<file path="config.mk">
export PLATFORM = sky130hd
export DESIGN_NAME = rx_idle_timer
export DESIGN_NICKNAME = d
export VERILOG_FILES = /design/src/rtl/rx_idle_pkg.sv /design/src/rtl/rx_tmo_cmd_dec.sv /design/src/rtl/rx_wdog.sv /design/src/rtl/rx_tmo_ctr.sv /design/src/rtl/rx_idle_timer.sv
export SDC_FILE = /design/constraint.sdc
export NUM_CORES = 1
export LEC_CHECK = 0
export ABC_AREA = 1
export BUFFER_PORTS_ARGS = -buffer_cell sky130_fd_sc_hd__buf_2
export CAP_MARGIN = 20
export CORE_MARGIN = 3
export CORE_UTILIZATION = 60
export DETAILED_ROUTE_END_ITERATION = 8
export PLACE_DENSITY_LB_ADDON = 0.15
export SKIP_CTS_REPAIR_TIMING = 1
export SYNTH_ARGS = -nofsm -noshare
export SYNTH_HDL_FRONTEND = slang
export SYNTH_SLANG_ARGS = --single-unit
</file>
<file path="constraint.sdc">
create_clock -name clk -period 2.4 [get_ports clk]
set_input_delay 0.48 -clock clk [delete_from_list [all_inputs] [get_ports clk]]
set_output_delay 0.48 -clock clk [all_outputs]
set_load 0.01 [all_outputs]
</file>
<file path="src/rtl/rx_idle_pkg.sv">
package rx_idle_pkg;
    localparam int CMD_W = 4;
    localparam logic [CMD_W-1:0] CMD_TMO_ON   = 4'hA;
    localparam logic [CMD_W-1:0] CMD_TMO_OFF  = 4'hC;
    localparam logic [CMD_W-1:0] CMD_CT_START = 4'h8;
    localparam logic [CMD_W-1:0] CMD_CT_STOP  = 4'h9;

    typedef enum logic [1:0] {
        TMO_IDLE  = 2'd0,
        TMO_LOAD  = 2'd1,
        TMO_START = 2'd2,
        TMO_RUN   = 2'd3
    } tmo_state_e;
endpackage

</file>
<file path="src/rtl/rx_tmo_cmd_dec.sv">
module rx_tmo_cmd_dec
    import rx_idle_pkg::*;
(
    input  logic             cmd_valid,
    input  logic [CMD_W-1:0] cmd_code,
    output logic             on_p,
    output logic             off_p,
    output logic             start_p,
    output logic             stop_p
);
    always_comb begin
        on_p    = cmd_valid && (cmd_code == CMD_TMO_ON);
        off_p   = cmd_valid && (cmd_code == CMD_TMO_OFF);
        start_p = cmd_valid && (cmd_code == CMD_CT_START);
        stop_p  = cmd_valid && (cmd_code == CMD_CT_STOP);
    end
endmodule

</file>
<file path="src/rtl/rx_wdog.sv">
module rx_wdog #(
    parameter int LIMIT = 64
) (
    input  logic clk,
    input  logic rst_n,
    input  logic bit_tick,
    input  logic restart,
    output logic expired
);
    localparam int CW = $clog2(LIMIT + 1);
    localparam logic [CW-1:0] LIM_C = CW'(LIMIT);

    typedef struct packed {
        logic [CW-1:0] cnt;
        logic          exp;
    } wd_s;

    wd_s q, d;

    always_comb begin
        d = q;
        if (restart) begin
            d.cnt = '0;
            d.exp = 1'b0;
        end else if (bit_tick && !q.exp) begin
            if (q.cnt == LIM_C - CW'(1)) begin
                d.cnt = LIM_C;
                d.exp = 1'b1;
            end else begin
                d.cnt = q.cnt + CW'(1);
            end
        end
    end

    always_ff @(posedge clk or negedge rst_n) begin
        if (!rst_n) q <= '0;
        else        q <= d;
    end

    assign expired = q.exp;

    // count never passes the limit
    a_r2_cnt_bounded: assert property (@(posedge clk) disable iff (!rst_n)
        q.cnt <= LIM_C);
    // expiry only follows a bit tick
    a_r2_expire_on_tick: assert property (@(posedge clk) disable iff (!rst_n)
        $rose(q.exp) |-> $past(bit_tick));
    // restart clears the flag
    a_r3_restart_clears: assert property (@(posedge clk) disable iff (!rst_n)
        restart |=> (!q.exp && q.cnt == '0));
endmodule

</file>
<file path="src/rtl/rx_tmo_ctr.sv">
module rx_tmo_ctr
    import rx_idle_pkg::*;
#(
    parameter int W = 16
) (
    input  logic         clk,
    input  logic         rst_n,
    input  logic         ct_tick,
    input  logic         char_xfer,
    input  logic [W-1:0] reload,
    input  logic         on_p,
    input  logic         off_p,
    input  logic         start_p,
    input  logic         stop_p,
    output logic         ready
);
    typedef struct packed {
        logic [W-1:0] cnt;
        tmo_state_e   st;
        logic         mode;
        logic         rdy;
    } ct_s;

    ct_s q, d;

    always_comb begin
        d = q;
        if (on_p) begin
            d.mode = 1'b1;
            d.rdy  = 1'b0;
            d.st   = TMO_IDLE;
        end else if (off_p) begin
            d.mode = 1'b0;
            d.st   = TMO_IDLE;
        end else if (q.mode && char_xfer) begin
            d.rdy = 1'b0;
            d.st  = TMO_LOAD;
        end else if (!q.mode && start_p) begin
            d.st = TMO_LOAD;
        end else if (!q.mode && stop_p) begin
            d.st = TMO_IDLE;
        end else if (ct_tick) begin
            case (q.st)
                TMO_LOAD: begin
                    d.cnt = reload;
                    d.st  = TMO_START;
                end
                TMO_START: d.st = TMO_RUN;
                TMO_RUN: begin
                    if (q.cnt <= W'(1)) begin
                        d.cnt = '0;
                        d.rdy = 1'b1;
                        d.st  = TMO_IDLE;
                    end else begin
                        d.cnt = q.cnt - W'(1);
                    end
                end
                default: d.st = TMO_IDLE;
            endcase
        end
    end

    always_ff @(posedge clk or negedge rst_n) begin
        if (!rst_n) q <= '{cnt: '0, st: TMO_IDLE, mode: 1'b0, rdy: 1'b0};
        else        q <= d;
    end

    assign ready = q.rdy;

    // arming clears ready and parks the counter
    a_r5_arm_parks: assert property (@(posedge clk) disable iff (!rst_n)
        on_p |=> (q.st == TMO_IDLE && !q.rdy && q.mode));
    // ready rises only from a running count on a tick
    a_r6_ready_source: assert property (@(posedge clk) disable iff (!rst_n)
        $rose(q.rdy) |-> $past(q.st == TMO_RUN && ct_tick));
    // counter rests at zero, never wraps
    a_r8_no_wrap: assert property (@(posedge clk) disable iff (!rst_n)
        (q.cnt == '0 && q.st != TMO_LOAD) |=> q.cnt == '0);
    // ready clears only via char in mode or arm command
    a_r9_ready_clear: assert property (@(posedge clk) disable iff (!rst_n)
        $fell(q.rdy) |-> $past(on_p || (q.mode && char_xfer)));
    // start command has no effect while in timeout mode
    a_r12_start_ignored: assert property (@(posedge clk) disable iff (!rst_n)
        (q.mode && q.st == TMO_IDLE && !on_p && !off_p && !char_xfer) |=> q.st == TMO_IDLE);
endmodule

</file>
<file path="src/rtl/rx_idle_timer.sv">
module rx_idle_timer
    import rx_idle_pkg::*;
#(
    parameter int HALF_W     = 8,
    parameter int WDOG_LIMIT = 64
) (
    input  logic              clk,
    input  logic              rst_n,
    input  logic              bit_tick,
    input  logic              ct_tick,
    input  logic              char_xfer,
    input  logic              fifo_rd,
    input  logic [HALF_W-1:0] reload_hi,
    input  logic [HALF_W-1:0] reload_lo,
    input  logic              cmd_valid,
    input  logic [CMD_W-1:0]  cmd_code,
    input  logic              wdog_en,
    input  logic              ct_irq_mask,
    input  logic              fifo_nonempty,
    output logic              wdog_flag,
    output logic              ct_ready,
    output logic              wdog_irq,
    output logic              ct_irq
);
    localparam int CT_W = 2 * HALF_W;

    logic on_p, off_p, start_p, stop_p;

    rx_tmo_cmd_dec u_dec (
        .cmd_valid (cmd_valid),
        .cmd_code  (cmd_code),
        .on_p      (on_p),
        .off_p     (off_p),
        .start_p   (start_p),
        .stop_p    (stop_p)
    );

    rx_wdog #(.LIMIT(WDOG_LIMIT)) u_wdog (
        .clk      (clk),
        .rst_n    (rst_n),
        .bit_tick (bit_tick),
        .restart  (char_xfer || fifo_rd),
        .expired  (wdog_flag)
    );

    rx_tmo_ctr #(.W(CT_W)) u_ctr (
        .clk       (clk),
        .rst_n     (rst_n),
        .ct_tick   (ct_tick),
        .char_xfer (char_xfer),
        .reload    ({reload_hi, reload_lo}),
        .on_p      (on_p),
        .off_p     (off_p),
        .start_p   (start_p),
        .stop_p    (stop_p),
        .ready     (ct_ready)
    );

    assign wdog_irq = wdog_flag && wdog_en && fifo_nonempty;
    assign ct_irq   = ct_ready && ct_irq_mask;

    // a character in timeout mode leaves no interrupt behind
    a_r9_irq_drops: assert property (@(posedge clk) disable iff (!rst_n)
        (char_xfer && !cmd_valid && $past(on_p)) |=> !ct_irq);
endmodule

</file>
==> results_dict.tcl <==
set metrics [dict create \
    grt_pass1_vias 1901 \
    rows 20 \
    antenna_found_initial 0 \
    drv_slew 0 \
    ys_seq_area_frac 0.3507 \
    start_util 0.6440 \
    hold_violations 0 \
    yosysWarnings 0 \
    die_w_um 63.71 \
    globalplace.congestion 0.8452 \
    via_count 1954 \
    fillers 284 \
    clockPowerShare 0.149 \
    tightest_slew_ns 0.6194 \
    wl_per_cell_um 11.02 \
    cp-startpoint "u_ctr.q[4]" \
    hold_class "primary input to asynchronous set/reset pin" \
    cts-root-buf "clkbuf_4" \
    drt-total-wl_mm 4.210 \
    first_pass_iters 4 \
    ys_types 26 \
    grt_overflow_total 0 \
    setup_viol 0 \
    cts.clk_slew.worst_paths_ns 0.15 \
    intPower_mw 1.147 \
    gr-usage-all-layers 0.2284 \
    status "finished clean" \
    power_leakage_nw 1.195 \
    ir_drop_uv 420.6 \
    tns_ns 0 \
    syn_avg_cell_area_um2 6.551 \
    io-pin-count 34 \
    power.density_nw_per_um2 934.7 \
    drc 0 \
    worstSetupPathType "flop to flop" \
    drive_gt1_frac 0.1509 \
    die_area_um2 4059 \
    clock.fmax_ghz 0.5300 \
    final_nets 375 \
    grt_setup_unrepaired "no" \
    port_buffers 33 \
    die_h_um 63.71 \
    cts_tree "built" \
    arrival_ns 2.15 \
    critPathMaxFanout 13 \
    cts_buffer_depth 2 \
    syn-instance-count 305 \
    via_per_inst 5.115 \
    core_um2 3103 \
    clk_latency_ns 0.33 \
    whs_ns 0.1367 \
    start_kind "flop" \
    switchingPower_uw 940.9 \
    end_kind "flop" \
    crit-reg2reg-launch "u_ctr.q[4]" \
    fin_crit_sh 0.7861 \
    syn_to_final_growth_pct 11.77 \
    ys_ff_latch 28 \
    total_power_mw 2.088 \
    clock-skew-final_ns 0.002540 \
    power.share.sequential 0.388 \
    maxCapViolCount 0 \
    htreeDepth 1 \
    drt_iter0_markers 118 \
    switching_share 0.4507 \
    utilization 0.7198 \
    num_antenna_cells 0 \
    cts_buffers 3 \
    synth_fp_nets 341 \
    ant_nets 0 \
    grt_max_degree 29 \
    slew_headroom 0.5870 \
    syn-cell-area_um2 1998 \
    dp_hpwl_mm 3.273 \
    cts.sinks 28 \
    pwr-share-comb 0.463 \
    grt_pass1_wl_mm 7.617 \
    worst_ep_required_time_ns 2.67 \
    period_minus_slack_ns 1.887 \
]
-- power by group through the flow --
stage	Clock [mW]	Combinational, mW	Sequential, mW
after floorplan	0	0.815	0.768
after global placement	0	0.939	0.808
after detailed placement	0	0.969	0.814
after CTS	0.317	0.974	0.804
after global routing	0.334	1.14	0.832
final	0.310	0.967	0.811
-- per-layer routing --
metal | wire length (um) | track usage | up-vias
li1 | - | - | 1021
met1 | 1794 | 0.2604 | 869
met2 | 2122 | 0.4237 | 58
met3 | 248 | 0.04635 | 6
met4 | 44 | 0.06739 | 0
met5 | 0 | 0 | -
-- stage by stage --
stage	setup WS (ns)	instance area (um2)	instances
after detailed placement	0.5692	2181	378
final	0.5133	2233	382
after global routing	0.2984	2233	382
after floorplan	0.9009	1998	305
after CTS	0.5105	2233	382
after global placement	0.5751	2181	378
-- final timing paths --
check | to | slack, ns | cells after the start
min | u_ctr.q[5] | 0.14 | 1
min in group clk | u_wdog.q[7] | 0.41 | 4
max reg2reg | u_ctr.q[2] | 0.51 | 12
max | u_ctr.q[2] | 0.51 | 12
max in group asynchronous | u_ctr.q[10] | 1.86 | 1
min reg2reg | u_wdog.q[1] | 0.50 | 1
-- layout by cell type (no fill, tap or decap), drive strengths merged --
master  instances
bufinv          1
nor2           56
buf            33
nand3b          3
ha              6
inv            30
o21ai          16
clkbuf          3
nand3          15
nor3b           1
o21bai          2
xor2            4
nor3            2
clkinv          1
xnor2           1
dfrtp          28
and3            2
nand4           4
a21oi          12
nand2         118
-- critical path, cell delays in order, from the launching register on --
cell	delay, ns
dfrtp_1	0.46
inv_1	0.09
ha_1	0.21
inv_1	0.05
nand2_1	0.06
nand3_1	0.08
nor2_2	0.13
nand2_1	0.11
nand2_2	0.25
nand2_1	0.16
nand2_1	0.11
nand2_1	0.05
o21ai_0	0.06
-- flip-flops by register name (all words and copies together) (netlist names) --
| signal | cells |
|---|---|
| u_ctr.q | 19 |
| u_wdog.q | 7 |
| u_ctr.ready | 1 |
| u_wdog.expired | 1 |
-- kinds of logic after synthesis --
kind of cell	share of synthesized area
AND/OR/NAND/NOR	0.4289
buffers and inverters	0.07952
AO/OA/AOI/OAI	0.08140
flip-flops	0.3507
adder cells (fa/ha/maj)	0.03757
XOR/XNOR	0.02192
-- layout make-up --
type,count,area (um2),area share
multi-input cells,242,1139,0.5098
flip-flops and latches,28,700.7,0.3137
repair buffers,33,165.2,0.07395
inverters,31,121.4,0.05434
well taps,44,55.05,0.02465
clock inverters,1,30.03,0.01345
clock buffers,3,22.52,0.01008
-- cells in the mapped netlist --
library cell | count | area (um2)
ha_1 | 6 | 75.07
xnor2_1 | 1 | 8.760
nand3_1 | 14 | 70.07
xor2_1 | 4 | 35.03
clkbuf_1 | 1 | 3.750
nand4_2 | 1 | 12.51
nor3_1 | 2 | 10.01
nor2_4 | 2 | 22.52
nand2_1 | 115 | 431.7
nand2_2 | 3 | 18.77
inv_1 | 30 | 112.6
nor2_2 | 4 | 25.02
nor3b_1 | 1 | 7.510
clkinv_4 | 1 | 8.760
o21bai_1 | 2 | 15.01
nand3b_1 | 3 | 22.52
nor2_1 | 50 | 187.7
o21ai_0 | 7 | 35.03
nand3_4 | 1 | 17.52
dfrtp_1 | 28 | 700.7
a21oi_2 | 2 | 17.52
and3_1 | 2 | 12.51
o21ai_1 | 9 | 45.04
nand4_1 | 3 | 18.77
buf_6 | 3 | 33.78
a21oi_1 | 10 | 50.05
Power figures use the tool's default switching activity.
